### src/rtl/ptp_systime_pkg.sv
package ptp_systime_pkg;

    typedef enum logic [1:0] {
        ST_IDLE,
        ST_INIT,
        ST_STEP,
        ST_ADDEND
    } cmd_state_e;

    // control register bit positions
    localparam int unsigned CB_FINE   = 0;
    localparam int unsigned CB_DEC    = 1;
    localparam int unsigned CB_INIT   = 2;
    localparam int unsigned CB_STEP   = 3;
    localparam int unsigned CB_ADDEND = 4;

    // register word addresses
    localparam int unsigned RA_CTRL   = 0;
    localparam int unsigned RA_INC    = 1;
    localparam int unsigned RA_ADDEND = 2;
    localparam int unsigned RA_USEC   = 3;
    localparam int unsigned RA_USUB   = 4;
    localparam int unsigned RA_SEC    = 5;
    localparam int unsigned RA_SUB    = 6;

    localparam int unsigned DEC_WRAP  = 1_000_000_000;

endpackage

### src/rtl/ptp_cmd_fsm.sv
module ptp_cmd_fsm
    import ptp_systime_pkg::*;
(
    input  logic       clk,
    input  logic       rst_n,
    input  logic       ctrl_wr,
    input  logic       req_init,
    input  logic       req_step,
    input  logic       req_addend,
    output logic       do_init,
    output logic       do_step,
    output logic       do_addend,
    output logic [2:0] busy_vec
);

    cmd_state_e state_q, state_d;

    always_ff @(posedge clk) begin
        if (!rst_n) state_q <= ST_IDLE;
        else        state_q <= state_d;
    end

    always_comb begin
        state_d = state_q;
        unique case (state_q)
            ST_IDLE: begin
                if (ctrl_wr) begin
                    if (req_init)        state_d = ST_INIT;
                    else if (req_step)   state_d = ST_STEP;
                    else if (req_addend) state_d = ST_ADDEND;
                end
            end
            ST_INIT, ST_STEP, ST_ADDEND: state_d = ST_IDLE;
            default: state_d = ST_IDLE;
        endcase
    end

    always_comb begin
        do_init   = (state_q == ST_INIT);
        do_step   = (state_q == ST_STEP);
        do_addend = (state_q == ST_ADDEND);
        busy_vec  = {do_addend, do_step, do_init};
    end

endmodule

### src/rtl/ptp_accum.sv
module ptp_accum #(
    parameter int unsigned ADD_W = 32
) (
    input  logic             clk,
    input  logic             rst_n,
    input  logic             fine_mode,
    input  logic             load_addend,
    input  logic [ADD_W-1:0] new_addend,
    output logic             tick_en,
    output logic [ADD_W-1:0] act_addend
);

    logic [ADD_W-1:0] acc_q;
    logic [ADD_W:0]   acc_sum;

    assign acc_sum = {1'b0, acc_q} + {1'b0, act_addend};
    assign tick_en = fine_mode ? acc_sum[ADD_W] : 1'b1;

    always_ff @(posedge clk) begin
        if (!rst_n) begin
            acc_q      <= '0;
            act_addend <= '0;
        end else begin
            acc_q <= acc_sum[ADD_W-1:0];
            if (load_addend) act_addend <= new_addend;
        end
    end

endmodule

### src/rtl/ptp_time_core.sv
module ptp_time_core
    import ptp_systime_pkg::*;
#(
    parameter int unsigned SEC_W = 32,
    parameter int unsigned SUB_W = 31,
    parameter int unsigned INC_W = 8
) (
    input  logic             clk,
    input  logic             rst_n,
    input  logic             dec_mode,
    input  logic             tick_en,
    input  logic [INC_W-1:0] inc,
    input  logic             do_init,
    input  logic             do_step,
    input  logic [SEC_W-1:0] upd_sec,
    input  logic [SUB_W-1:0] upd_sub,
    input  logic             upd_neg,
    output logic [SEC_W-1:0] sec_now,
    output logic [SUB_W-1:0] sub_now
);

    localparam logic [SUB_W:0] BIN_LIM = (SUB_W+1)'(1) << SUB_W;
    localparam logic [SUB_W:0] DEC_LIM = (SUB_W+1)'(DEC_WRAP);

    logic [SUB_W:0]   wrap_lim;
    logic [SUB_W:0]   tick_sum, step_sum;
    logic             tick_wrap, step_wrap;
    logic [SEC_W-1:0] step_adj;

    always_comb begin
        wrap_lim  = dec_mode ? DEC_LIM : BIN_LIM;
        tick_sum  = {1'b0, sub_now} + (SUB_W+1)'(inc);
        tick_wrap = (tick_sum >= wrap_lim);
        step_sum  = {1'b0, sub_now} + {1'b0, upd_sub};
        step_wrap = (step_sum >= wrap_lim);
        if (upd_neg) step_adj = step_wrap ? '0 : '1;
        else         step_adj = step_wrap ? SEC_W'(1) : '0;
    end

    always_ff @(posedge clk) begin
        if (!rst_n) begin
            sec_now <= '0;
            sub_now <= '0;
        end else if (do_init) begin
            sec_now <= upd_sec;
            sub_now <= upd_sub;
        end else if (do_step) begin
            sec_now <= sec_now + upd_sec + step_adj;
            sub_now <= step_wrap ? SUB_W'(step_sum - wrap_lim) : SUB_W'(step_sum);
        end else if (tick_en) begin
            sec_now <= tick_wrap ? sec_now + SEC_W'(1) : sec_now;
            sub_now <= tick_wrap ? SUB_W'(tick_sum - wrap_lim) : SUB_W'(tick_sum);
        end
    end

endmodule

### src/rtl/ptp_systime.sv
module ptp_systime
    import ptp_systime_pkg::*;
#(
    parameter int unsigned SEC_W  = 32,
    parameter int unsigned INC_W  = 8,
    parameter int unsigned ADD_W  = 32,
    parameter int unsigned ADDR_W = 3
) (
    input  logic              clk,
    input  logic              rst_n,
    input  logic              wr_en,
    input  logic [ADDR_W-1:0] wr_addr,
    input  logic [31:0]       wr_data,
    input  logic [ADDR_W-1:0] rd_addr,
    output logic [31:0]       rd_data
);

    localparam int unsigned DATA_W = 32;
    localparam int unsigned SUB_W  = DATA_W - 1;

    logic              mode_fine, mode_dec;
    logic [INC_W-1:0]  inc_q;
    logic [ADD_W-1:0]  add_q;
    logic [SEC_W-1:0]  usec_q;
    logic [DATA_W-1:0] usub_q;

    logic              ctrl_wr;
    logic              do_init, do_step, do_addend;
    logic [2:0]        busy_vec;
    logic              tick_en;
    logic [ADD_W-1:0]  act_addend;
    logic [SEC_W-1:0]  sec_now;
    logic [SUB_W-1:0]  sub_now;

    assign ctrl_wr = wr_en && (wr_addr == ADDR_W'(RA_CTRL));

    always_ff @(posedge clk) begin
        if (!rst_n) begin
            mode_fine <= 1'b0;
            mode_dec  <= 1'b0;
            inc_q     <= '0;
            add_q     <= '0;
            usec_q    <= '0;
            usub_q    <= '0;
        end else if (wr_en) begin
            if (wr_addr == ADDR_W'(RA_CTRL)) begin
                mode_fine <= wr_data[CB_FINE];
                mode_dec  <= wr_data[CB_DEC];
            end
            if (wr_addr == ADDR_W'(RA_INC))    inc_q  <= wr_data[INC_W-1:0];
            if (wr_addr == ADDR_W'(RA_ADDEND)) add_q  <= wr_data[ADD_W-1:0];
            if (wr_addr == ADDR_W'(RA_USEC))   usec_q <= wr_data[SEC_W-1:0];
            if (wr_addr == ADDR_W'(RA_USUB))   usub_q <= wr_data;
        end
    end

    ptp_cmd_fsm u_fsm (
        .clk        (clk),
        .rst_n      (rst_n),
        .ctrl_wr    (ctrl_wr),
        .req_init   (wr_data[CB_INIT]),
        .req_step   (wr_data[CB_STEP]),
        .req_addend (wr_data[CB_ADDEND]),
        .do_init    (do_init),
        .do_step    (do_step),
        .do_addend  (do_addend),
        .busy_vec   (busy_vec)
    );

    ptp_accum #(.ADD_W(ADD_W)) u_acc (
        .clk         (clk),
        .rst_n       (rst_n),
        .fine_mode   (mode_fine),
        .load_addend (do_addend),
        .new_addend  (add_q),
        .tick_en     (tick_en),
        .act_addend  (act_addend)
    );

    ptp_time_core #(.SEC_W(SEC_W), .SUB_W(SUB_W), .INC_W(INC_W)) u_core (
        .clk      (clk),
        .rst_n    (rst_n),
        .dec_mode (mode_dec),
        .tick_en  (tick_en),
        .inc      (inc_q),
        .do_init  (do_init),
        .do_step  (do_step),
        .upd_sec  (usec_q),
        .upd_sub  (usub_q[SUB_W-1:0]),
        .upd_neg  (usub_q[DATA_W-1]),
        .sec_now  (sec_now),
        .sub_now  (sub_now)
    );

    always_comb begin
        rd_data = '0;
        case (rd_addr)
            ADDR_W'(RA_CTRL):   rd_data = DATA_W'({busy_vec, mode_dec, mode_fine});
            ADDR_W'(RA_INC):    rd_data = DATA_W'(inc_q);
            ADDR_W'(RA_ADDEND): rd_data = DATA_W'(add_q);
            ADDR_W'(RA_USEC):   rd_data = DATA_W'(usec_q);
            ADDR_W'(RA_USUB):   rd_data = usub_q;
            ADDR_W'(RA_SEC):    rd_data = DATA_W'(sec_now);
            ADDR_W'(RA_SUB):    rd_data = DATA_W'(sub_now);
            default:            rd_data = '0;
        endcase
    end

endmodule

### config.mk
export PLATFORM = sky130hd
export DESIGN_NAME = ptp_systime
export DESIGN_NICKNAME = d
export VERILOG_FILES = /design/src/rtl/ptp_systime_pkg.sv /design/src/rtl/ptp_cmd_fsm.sv /design/src/rtl/ptp_accum.sv /design/src/rtl/ptp_time_core.sv /design/src/rtl/ptp_systime.sv
export SDC_FILE = /design/constraint.sdc
export NUM_CORES = 1
export LEC_CHECK = 0
export ABC_CLOCK_PERIOD_IN_PS = 14050
export CAP_MARGIN = 10
export CORE_MARGIN = 2
export CORE_UTILIZATION = 61
export DETAILED_ROUTE_END_ITERATION = 12
export HOLD_SLACK_MARGIN = 0.06
export PLACE_DENSITY = 0.84
export SLEW_MARGIN = 10
export SYNTH_ARGS = -nofsm -noshare
export SYNTH_HDL_FRONTEND = slang
export SYNTH_SLANG_ARGS = --single-unit
export TNS_END_PERCENT = 100
### constraint.sdc
create_clock -name clk -period 14.05 [get_ports clk]
set_input_delay 1.405 -clock clk [delete_from_list [all_inputs] [get_ports clk]]
set_output_delay 1.405 -clock clk [all_outputs]
set_load 0.01 [all_outputs]
==> results of run 1 <==
==> kinds of logic (layout without fill, tap and decap cells) <==
family,count (synthesis),after routing
buf+inv,205,208
xor+xnor,171,171
compound gates,838,838
mux,91,91
fa+ha+maj,169,169
simple gates,929,929
flops,235,235
==> critical path: cells and delay by family (launching register included) <==
| family | cells | cell delay [ns] |
|---|---|---|
| compound gates | 20 | 5.67 |
| xor+xnor | 1 | 0.16 |
| fa+ha+maj | 6 | 2.39 |
| buf+inv | 3 | 0.60 |
| flops | 1 | 0.39 |
| simple gates | 8 | 1.38 |
==> sequential cells by signal (all words and copies together), names as in the netlist <==
register,flops
u_acc.acc_q,32
u_core.sec_now,32
mode_fine,1
add_q,32
mode_dec,1
u_fsm.state_q,2
usub_q,32
inc_q,8
usec_q,32
u_core.sub_now,31
u_acc.act_addend,32
==> area by class of cell <==
type	instances	area [um^2]
clock inverters	8	104
fillers	2725	10600
inverters	56	215
flip-flops and latches	235	4710
clock buffers	41	808
well taps	442	553
repair buffers	103	948
multi-input cells	2198	14400
==> cells in the final DEF (no fill, tap or decap), drive strengths merged, types with 24 or more instances in the layout <==
cell and instances:
clkbuf 41, a21oi 323, a221o 29, xor2 95, nor2 185, nand2b 25
ha 164, inv 57, nor2b 31, a22o 24, nand3 73, nand2 429
xnor2 76, dfxtp 235, clkdlybuf4s50 71, o21ai 104, nor3 45, buf 32
mux2i 73, a21o 74, a211oi 50, and3 30, o211ai 36
==> synth_stat cells, drive strengths merged (24+ instances only) <==
cell | instances | area [um^2]
a211oi | 50 | 375
xor2 | 95 | 832
a21oi | 323 | 1620
a22o | 24 | 210
buf | 33 | 150
nor2b | 31 | 194
ha | 164 | 2050
a221o | 29 | 290
o21ai | 104 | 524
nand2b | 25 | 156
nor2 | 185 | 694
inv | 56 | 210
a21o | 74 | 556
dfxtp | 235 | 4700
nor3 | 45 | 225
and3 | 30 | 188
xnor2 | 76 | 666
o211ai | 36 | 275
mux2i | 73 | 731
nand3 | 73 | 365
nand2 | 429 | 1610
clkbuf | 116 | 435
==> metrics by stage <==
| step | cell area, um^2 | util | cells |
|---|---|---|---|
| floorplan | 19800 | - | 2638 |
| global placement | 20800 | 0.645 | 3034 |
| detailed placement | 20800 | 0.645 | 3034 |
| CTS | 21700 | 0.673 | 3083 |
| global route | 21700 | 0.673 | 3083 |
| finish | 21700 | 0.673 | 3083 |
==> routing by layer <==
layer / wire length (um) / vias up
met2: 31000 / 1288
li1: - / 9601
met4: 6450 / 2
met1: 27200 / 9706
met3: 7440 / 387
met5: 12 / -
==> power by group through the flow <==
| stage | sequential (W) | clock [W] | combinational (W) |
|---|---|---|---|
| after global placement | 0.000726 | 0 | 0.000362 |
| after global routing | 0.000715 | 0.000760 | 0.000412 |
| after detailed placement | 0.000727 | 0 | 0.000367 |
| final | 0.000715 | 0.000732 | 0.000382 |
| after floorplan | 0.000714 | 0 | 0.000268 |
| after CTS | 0.000713 | 0.000735 | 0.000370 |
==> path summary, 6_finish.rpt <==
kind / slack (ns) / to
min reg2reg: 0.46 / u_acc.act_addend[0]$_SDFFE_PN0N_
max: 3.32 / u_core.sec_now[27]$_SDFFE_PN0P_
max reg2reg: 3.32 / u_core.sec_now[27]$_SDFFE_PN0P_
min: 0.46 / u_acc.act_addend[0]$_SDFFE_PN0N_
==> impl_results.rst, run 1 <==
.. list-table::
   :header-rows: 1

   * - Metric
     - Value
   * - Share of synthesized area occupied by flip-flops and latches
     - 0.237
   * - Part of the total power dissipated in combinational logic
     - 0.209
   * - Initial Util
     - 0.615
   * - Clock insertion delay at the later pin of the skew report
     - 0.57 ns
   * - Vias/cell
     - 6.81
   * - Detailed placer's ending HPWL
     - 51000 um
   * - Placer's final routability congestion estimate
     - 1.06
   * - Multiplexer share of the synthesized area
     - 0.0487
   * - Busiest layer in global routing
     - met2
   * - Die extent in y
     - 184 um
   * - Critical path type
     - reg -> reg
   * - WL/cell
     - 23.4 um
   * - Core Area
     - 0.0323 mm^2
   * - Number of synthesized register bits
     - 235
   * - Setup repair after global routing missed its margin
     - no
   * - Global-route wire length before repair
     - 109000 um
   * - Clock transition time at the flip-flop clock pins of the worst setup and hold paths
     - 0.06 ns
   * - Number of violations of the max-capacitance limit
     - 0
   * - Crit. End Element
     - flip-flop
   * - Layout overhead on the synthesized area
     - 9.50%
   * - Width of the die
     - 184 um
   * - Maximum buffer depth of the clock tree
     - 3
   * - Cell with the largest stage delay on the worst path
     - sky130_fd_sc_hd__ha_2
   * - Count of clock tree sinks
     - 235
   * - Worst setup timing slack at the placement stage
     - 3.74 ns
   * - Post-synthesis share of cell area spent on full adders, half adders and majority gates
     - 0.108
   * - Max Slew Vio Count
     - 0
   * - Hold path startpoint
     - u_acc.act_addend[0]$_SDFFE_PN0N_
   * - XOR/XNOR Fraction of Synth Area
     - 0.0755
   * - Largest family of logic cells by synthesized area
     - compound AO/OA/AOI/OAI gates
   * - Overall die area
     - 0.0340 mm^2
   * - Met2 layer usage reported by global route
     - 0.644
   * - Nets@finish
     - 2831
   * - Number of antenna violations at the first check in global routing
     - 1
   * - ANT cells
     - 0
   * - Total power after layout
     - 0.00183 W
   * - Run status
     - finished, final reports clean
   * - Count of buffers added by post-CTS timing repair for setup
     - 0
   * - Transition at the pin with the smallest max-transition slack
     - 1.13 ns
   * - Headroom to the max-slew limit
     - 0.245
   * - Count of hold-fix buffers inserted at cts
     - 0
   * - Fraction of the mapped netlist area in compound gates
     - 0.278
   * - Number of warning messages in the yosys log
     - 0
   * - Final worst setup slack
     - 3.32 ns
   * - Final setup violation count
     - 0
   * - Required time of the worst setup path
     - 14.52 ns
   * - Synthesized instance count
     - 2638
   * - Number of rows created at floorplan
     - 66
   * - Post-route minimum period
     - 10.73 ns
   * - Net switching power figure
     - 0.000562 W
   * - Met3 track demand over resource
     - 0.0816
   * - Via count of the first global-routing pass
     - 19600
   * - Hold slack
     - 0.457 ns
   * - Mean area per synthesized cell
     - 7.52 um^2
   * - Async set-or-reset flop fraction in the synthesized netlist
     - 0
   * - Worst-case reg-to-reg path depth
     - 38
   * - Synth unique cells
     - 87
   * - Most common flop cell mapped by yosys
     - sky130_fd_sc_hd__dfxtp_1
   * - Total global routing track utilization
     - 0.411
   * - Clk_skew
     - 0.0215 ns
   * - Pin count of the biggest net entering global routing
     - 130
   * - # IOs
     - 73
   * - Portion of the clock cycle consumed by the worst path in the final layout
     - 0.763
   * - Clk Tree Root Cell
     - sky130_fd_sc_hd__clkbuf_16
   * - Max stage delay on crit path
     - 0.97 ns
   * - H-tree lvl count
     - 1
   * - Count of final hold-check violations
     - 0
   * - Total clock buffers created by CTS
     - 27
   * - Most Frequent Cell on Critical Path
     - sky130_fd_sc_hd__ha_1
   * - Residual DRC
     - 0
   * - Number of iterations in the first detailed-routing pass
     - 6
   * - Detailed-route via count
     - 21000
   * - Worst hold path depth
     - 2
   * - Hold Path Class
     - reg -> reg
   * - WP data arrival
     - 11.20 ns
   * - Routed Antenna Nets
     - 0
   * - TNS Setup
     - 0 ns
   * - Synthesized net count
     - 2848
   * - Origin of the worst setup path
     - u_core.sub_now[8]$_SDFFE_PN0P_
   * - Post-synthesis instance area
     - 0.0198 mm^2
   * - Iteration-0 DRC count of the detailed router
     - 2565
   * - Final wirelength
     - 72100 um
   * - Nature of the critical path startpoint
     - flip-flop
   * - Simple logic cell fraction of the synthesized area
     - 0.212
   * - Remaining global-route overflow
     - 0
   * - Pint
     - 0.00127 W
   * - Total of buffers placed on input and output ports
     - 72
   * - Seq pwr share
     - 0.391
   * - CTS resizes
     - 0
   * - Highest ir drop seen on vdd
     - 0.0912 mV
   * - Number of synthesized flops with an enable pin
     - 0
   * - Fraction of final layout cells sized beyond drive strength 1
     - 0.0541
   * - Maximum fanout along the worst path
     - 33
   * - Cell Pwr Density
     - 84.2 mW/mm^2
   * - Leakage component of the power
     - 9.28 nW
   * - Worst reg2reg startpoint
     - u_core.sub_now[8]$_SDFFE_PN0P_
   * - Clock group share of total power
     - 0.400
   * - Clock tree from TritonCTS
     - built
   * - Highest achievable clock rate
     - 93.2 MHz
   * - Met1 Track Usage GR
     - 0.494
   * - Sw Ratio
     - 0.307
Power figures use the tool's default switching activity.
==> inputs of run 2 (changes only) <==
- ABC_CLOCK_PERIOD_IN_PS: 14050 -> 11000
- clock period: 14.05 -> 11 ns (I/O delays scaled with it)
==> run 2 against run 1 <==
Against the previous run:
- combinational power increased by 28%
- highest routed layer is now met4
- clock skew decreased by 0.0036 ns
- clock power increased by 36%
==> impl_results.rst, run 2 (same netlist as run 1, synthesis figures left out) <==
.. list-table::
   :header-rows: 1

   * - Metric
     - Value
   * - Count of clock tree sinks
     - 235 (unchanged)
   * - Endpoint of the worst register-to-register path
     - u_core.sec_now[27]$_SDFFE_PN0P_ (unchanged)
   * - Remaining global-route overflow
     - 0 (unchanged)
   * - Worst hold path depth
     - 2 (unchanged)
   * - Register-to-register path setup slack
     - 1.33 ns (was 3.32 ns)
   * - CTS resizes
     - 0 (unchanged)
   * - Number of violations of the max-capacitance limit
     - 0 (unchanged)
   * - Commonest non-fill, non-tap cell in the layout
     - sky130_fd_sc_hd__nand2_1 (unchanged)
   * - WP data arrival
     - 10.16 ns (was 11.20 ns)
   * - Number of rows created at floorplan
     - 66 (unchanged)
   * - Maximum fanout along the worst path
     - 17 (was 33)
   * - Worst reg2reg startpoint
     - u_core.sub_now[8]$_SDFFE_PN0P_ (unchanged)
   * - Max stage delay on crit path
     - 0.56 ns (was 0.97 ns)
   * - Cell area after placement
     - 0.0208 mm^2 (about the same)
   * - Leakage component of the power
     - 9.32 nW (was 9.28 nW)
   * - Final worst setup slack
     - 1.33 ns (was 3.32 ns)
   * - Origin of the worst setup path
     - u_core.sub_now[8]$_SDFFE_PN0P_ (unchanged)
   * - Placer's final routability congestion estimate
     - 1.01 (was 1.06)
   * - Overall die area
     - 0.0340 mm^2 (unchanged)
   * - Number of iterations in the first detailed-routing pass
     - 6 (unchanged)
   * - Transition at the pin with the smallest max-transition slack
     - 1.16 ns (was 1.13 ns)
   * - Worst-case reg-to-reg path depth
     - 39 (was 38)
   * - WL/cell
     - 23.4 um (about the same)
   * - Iteration-0 DRC count of the detailed router
     - 2326 (was 2565)
   * - Highest achievable clock rate
     - 103 MHz (was 93.2 MHz)
   * - TNS Setup
     - 0 ns (unchanged)
   * - Clock transition time at the flip-flop clock pins of the worst setup and hold paths
     - 0.07 ns (was 0.06 ns)
   * - Total global routing track utilization
     - 0.414 (was 0.411)
   * - Global-route wire length before repair
     - 110000 um (was 109000 um)
   * - Clock insertion delay at the later pin of the skew report
     - 0.57 ns (about the same)
   * - Final wirelength
     - 72300 um (was 72100 um)
   * - Clk Tree Root Cell
     - sky130_fd_sc_hd__clkbuf_16 (unchanged)
   * - Max Slew Vio Count
     - 0 (unchanged)
   * - Headroom to the max-slew limit
     - 0.226 (was 0.245)
   * - Nature of the critical path startpoint
     - flip-flop (unchanged)
   * - Final instance area
     - 0.0218 mm^2 (was 0.0217 mm^2)
   * - Detailed placer's ending HPWL
     - 50800 um (was 51000 um)
   * - Initial Util
     - 0.615 (unchanged)
   * - Portion of the clock cycle consumed by the worst path in the final layout
     - 0.879 (was 0.763)
   * - Number of antenna violations at the first check in global routing
     - 2 (was 1)
   * - Detailed-route via count
     - 21000 (about the same)
   * - Clock tree from TritonCTS
     - built (unchanged)
   * - Routed Antenna Nets
     - 0 (unchanged)
   * - Run status
     - finished, final reports clean (unchanged)
   * - Via count of the first global-routing pass
     - 19600 (about the same)
   * - Vias/cell
     - 6.81 (about the same)
   * - Pin count of the biggest net entering global routing
     - 126 (was 130)
   * - Top library cells by usage in the layout, fill and taps aside
     - sky130_fd_sc_hd__nand2_1 (429), sky130_fd_sc_hd__a21oi_1 (322), sky130_fd_sc_hd__dfxtp_1 (233) (was sky130_fd_sc_hd__nand2_1 (428), sky130_fd_sc_hd__a21oi_1 (322), sky130_fd_sc_hd__dfxtp_1 (233))
   * - Post-route minimum period
     - 9.67 ns (was 10.73 ns)
   * - Count of buffers added by post-CTS timing repair for setup
     - 0 (unchanged)
   * - Core Area
     - 0.0323 mm^2 (unchanged)
   * - Critical path type
     - reg -> reg (unchanged)
   * - Count of final hold-check violations
     - 0 (unchanged)
   * - Clk_skew
     - 0.0179 ns (was 0.0215 ns)
   * - Most Frequent Cell on Critical Path
     - sky130_fd_sc_hd__ha_1 (unchanged)
   * - Share of the core filled with cells
     - 0.675 (was 0.673)
   * - Total clock buffers created by CTS
     - 27 (unchanged)
   * - Endpoint of the worst hold path
     - u_acc.act_addend[19]$_SDFFE_PN0N_ (was u_acc.act_addend[0]$_SDFFE_PN0N_)
   * - H-tree lvl count
     - 1 (unchanged)
   * - Width of the die
     - 184 um (unchanged)
   * - Die extent in y
     - 184 um (unchanged)
   * - Residual DRC
     - 0 (unchanged)
   * - Layout overhead on the synthesized area
     - 9.84% (was 9.50%)
   * - # IOs
     - 73 (unchanged)
   * - Fraction of final layout cells sized beyond drive strength 1
     - 0.0556 (was 0.0541)
   * - Hold slack
     - 0.460 ns (was 0.457 ns)
   * - Required time of the worst setup path
     - 11.49 ns (was 14.52 ns)
   * - Setup repair after global routing missed its margin
     - no (unchanged)
   * - Cell Pwr Density
     - 110 mW/mm^2 (was 84.2 mW/mm^2)
   * - Hold Path Class
     - reg -> reg (unchanged)
   * - Total of buffers placed on input and output ports
     - 72 (unchanged)
   * - Crit. End Element
     - flip-flop (unchanged)
   * - Worst setup timing slack at the placement stage
     - 1.73 ns (was 3.74 ns)
   * - Count of hold-fix buffers inserted at cts
     - 0 (unchanged)
   * - Highest ir drop seen on vdd
     - 0.128 mV (was 0.0912 mV)
   * - Maximum buffer depth of the clock tree
     - 3 (unchanged)
   * - Nets@finish
     - 2834 (was 2831)
   * - Final setup violation count
     - 0 (unchanged)
   * - Cell with the largest stage delay on the worst path
     - sky130_fd_sc_hd__ha_2 (unchanged)
   * - Hold path startpoint
     - u_acc.act_addend[19]$_SDFFE_PN0N_ (was u_acc.act_addend[0]$_SDFFE_PN0N_)
run 2: stage by stage:
stage,instances,total power (W)
2_1_floorplan,2638,0.00125
3_3_place_gp,3037,0.00139
3_5_place_dp,3037,0.00140
4_1_cts,3086,0.00238
5_1_grt,3086,0.00247
6_report,3087,0.00240
run 2: worst max-delay path by stage:
stage                                                  to  slack (ns)  depth (start not counted)
final                     u_core.sec_now[27]$_SDFFE_PN0P_        1.33                         39
after global routing      u_core.sec_now[27]$_SDFFE_PN0P_        0.70                         39
after CTS                 u_core.sec_now[27]$_SDFFE_PN0P_        1.72                         38
after detailed placement  u_core.sec_now[27]$_SDFFE_PN0P_        1.73                         38
after global placement    u_core.sec_now[27]$_SDFFE_PN0P_        2.05                         39
after floorplan           u_core.sec_now[29]$_SDFFE_PN0P_        2.46                         43
run 2: worst max-delay path, delay by kind of cell (launching register included):
kind / cells / cell delay (ns)
AOI/OAI and AO/OA: 20 / 5.08
xor gates and xnor gates: 1 / 0.20
adders and majority gates: 6 / 1.89
buffers and inverters: 4 / 0.69
DFF: 1 / 0.37
and+or+nand+nor: 8 / 1.32
run 2: final cells by class:
type | count | area, um^2
multi-input cells | 2198 | 14400
fillers | 2779 | 10500
flip-flops and latches | 235 | 4710
repair buffers | 106 | 971
clock buffers | 34 | 742
well taps | 442 | 553
clock inverters | 15 | 218
inverters | 56 | 215
diodes | 1 | 2.50
run 2: routing by layer:
metal | track usage | vias up | share of wire
met5 | 0 | - | 0
met4 | 0.289 | 0 | 0.078
met3 | 0.0771 | 312 | 0.090
met2 | 0.657 | 1196 | 0.44
met1 | 0.508 | 9930 | 0.39
li1 | - | 9595 | -
run 2: report_power, final:
part	switching (W)	internal [W]
clock network	0.000399	0.000595
registers	0.0000412	0.000872
logic	0.000294	0.000194
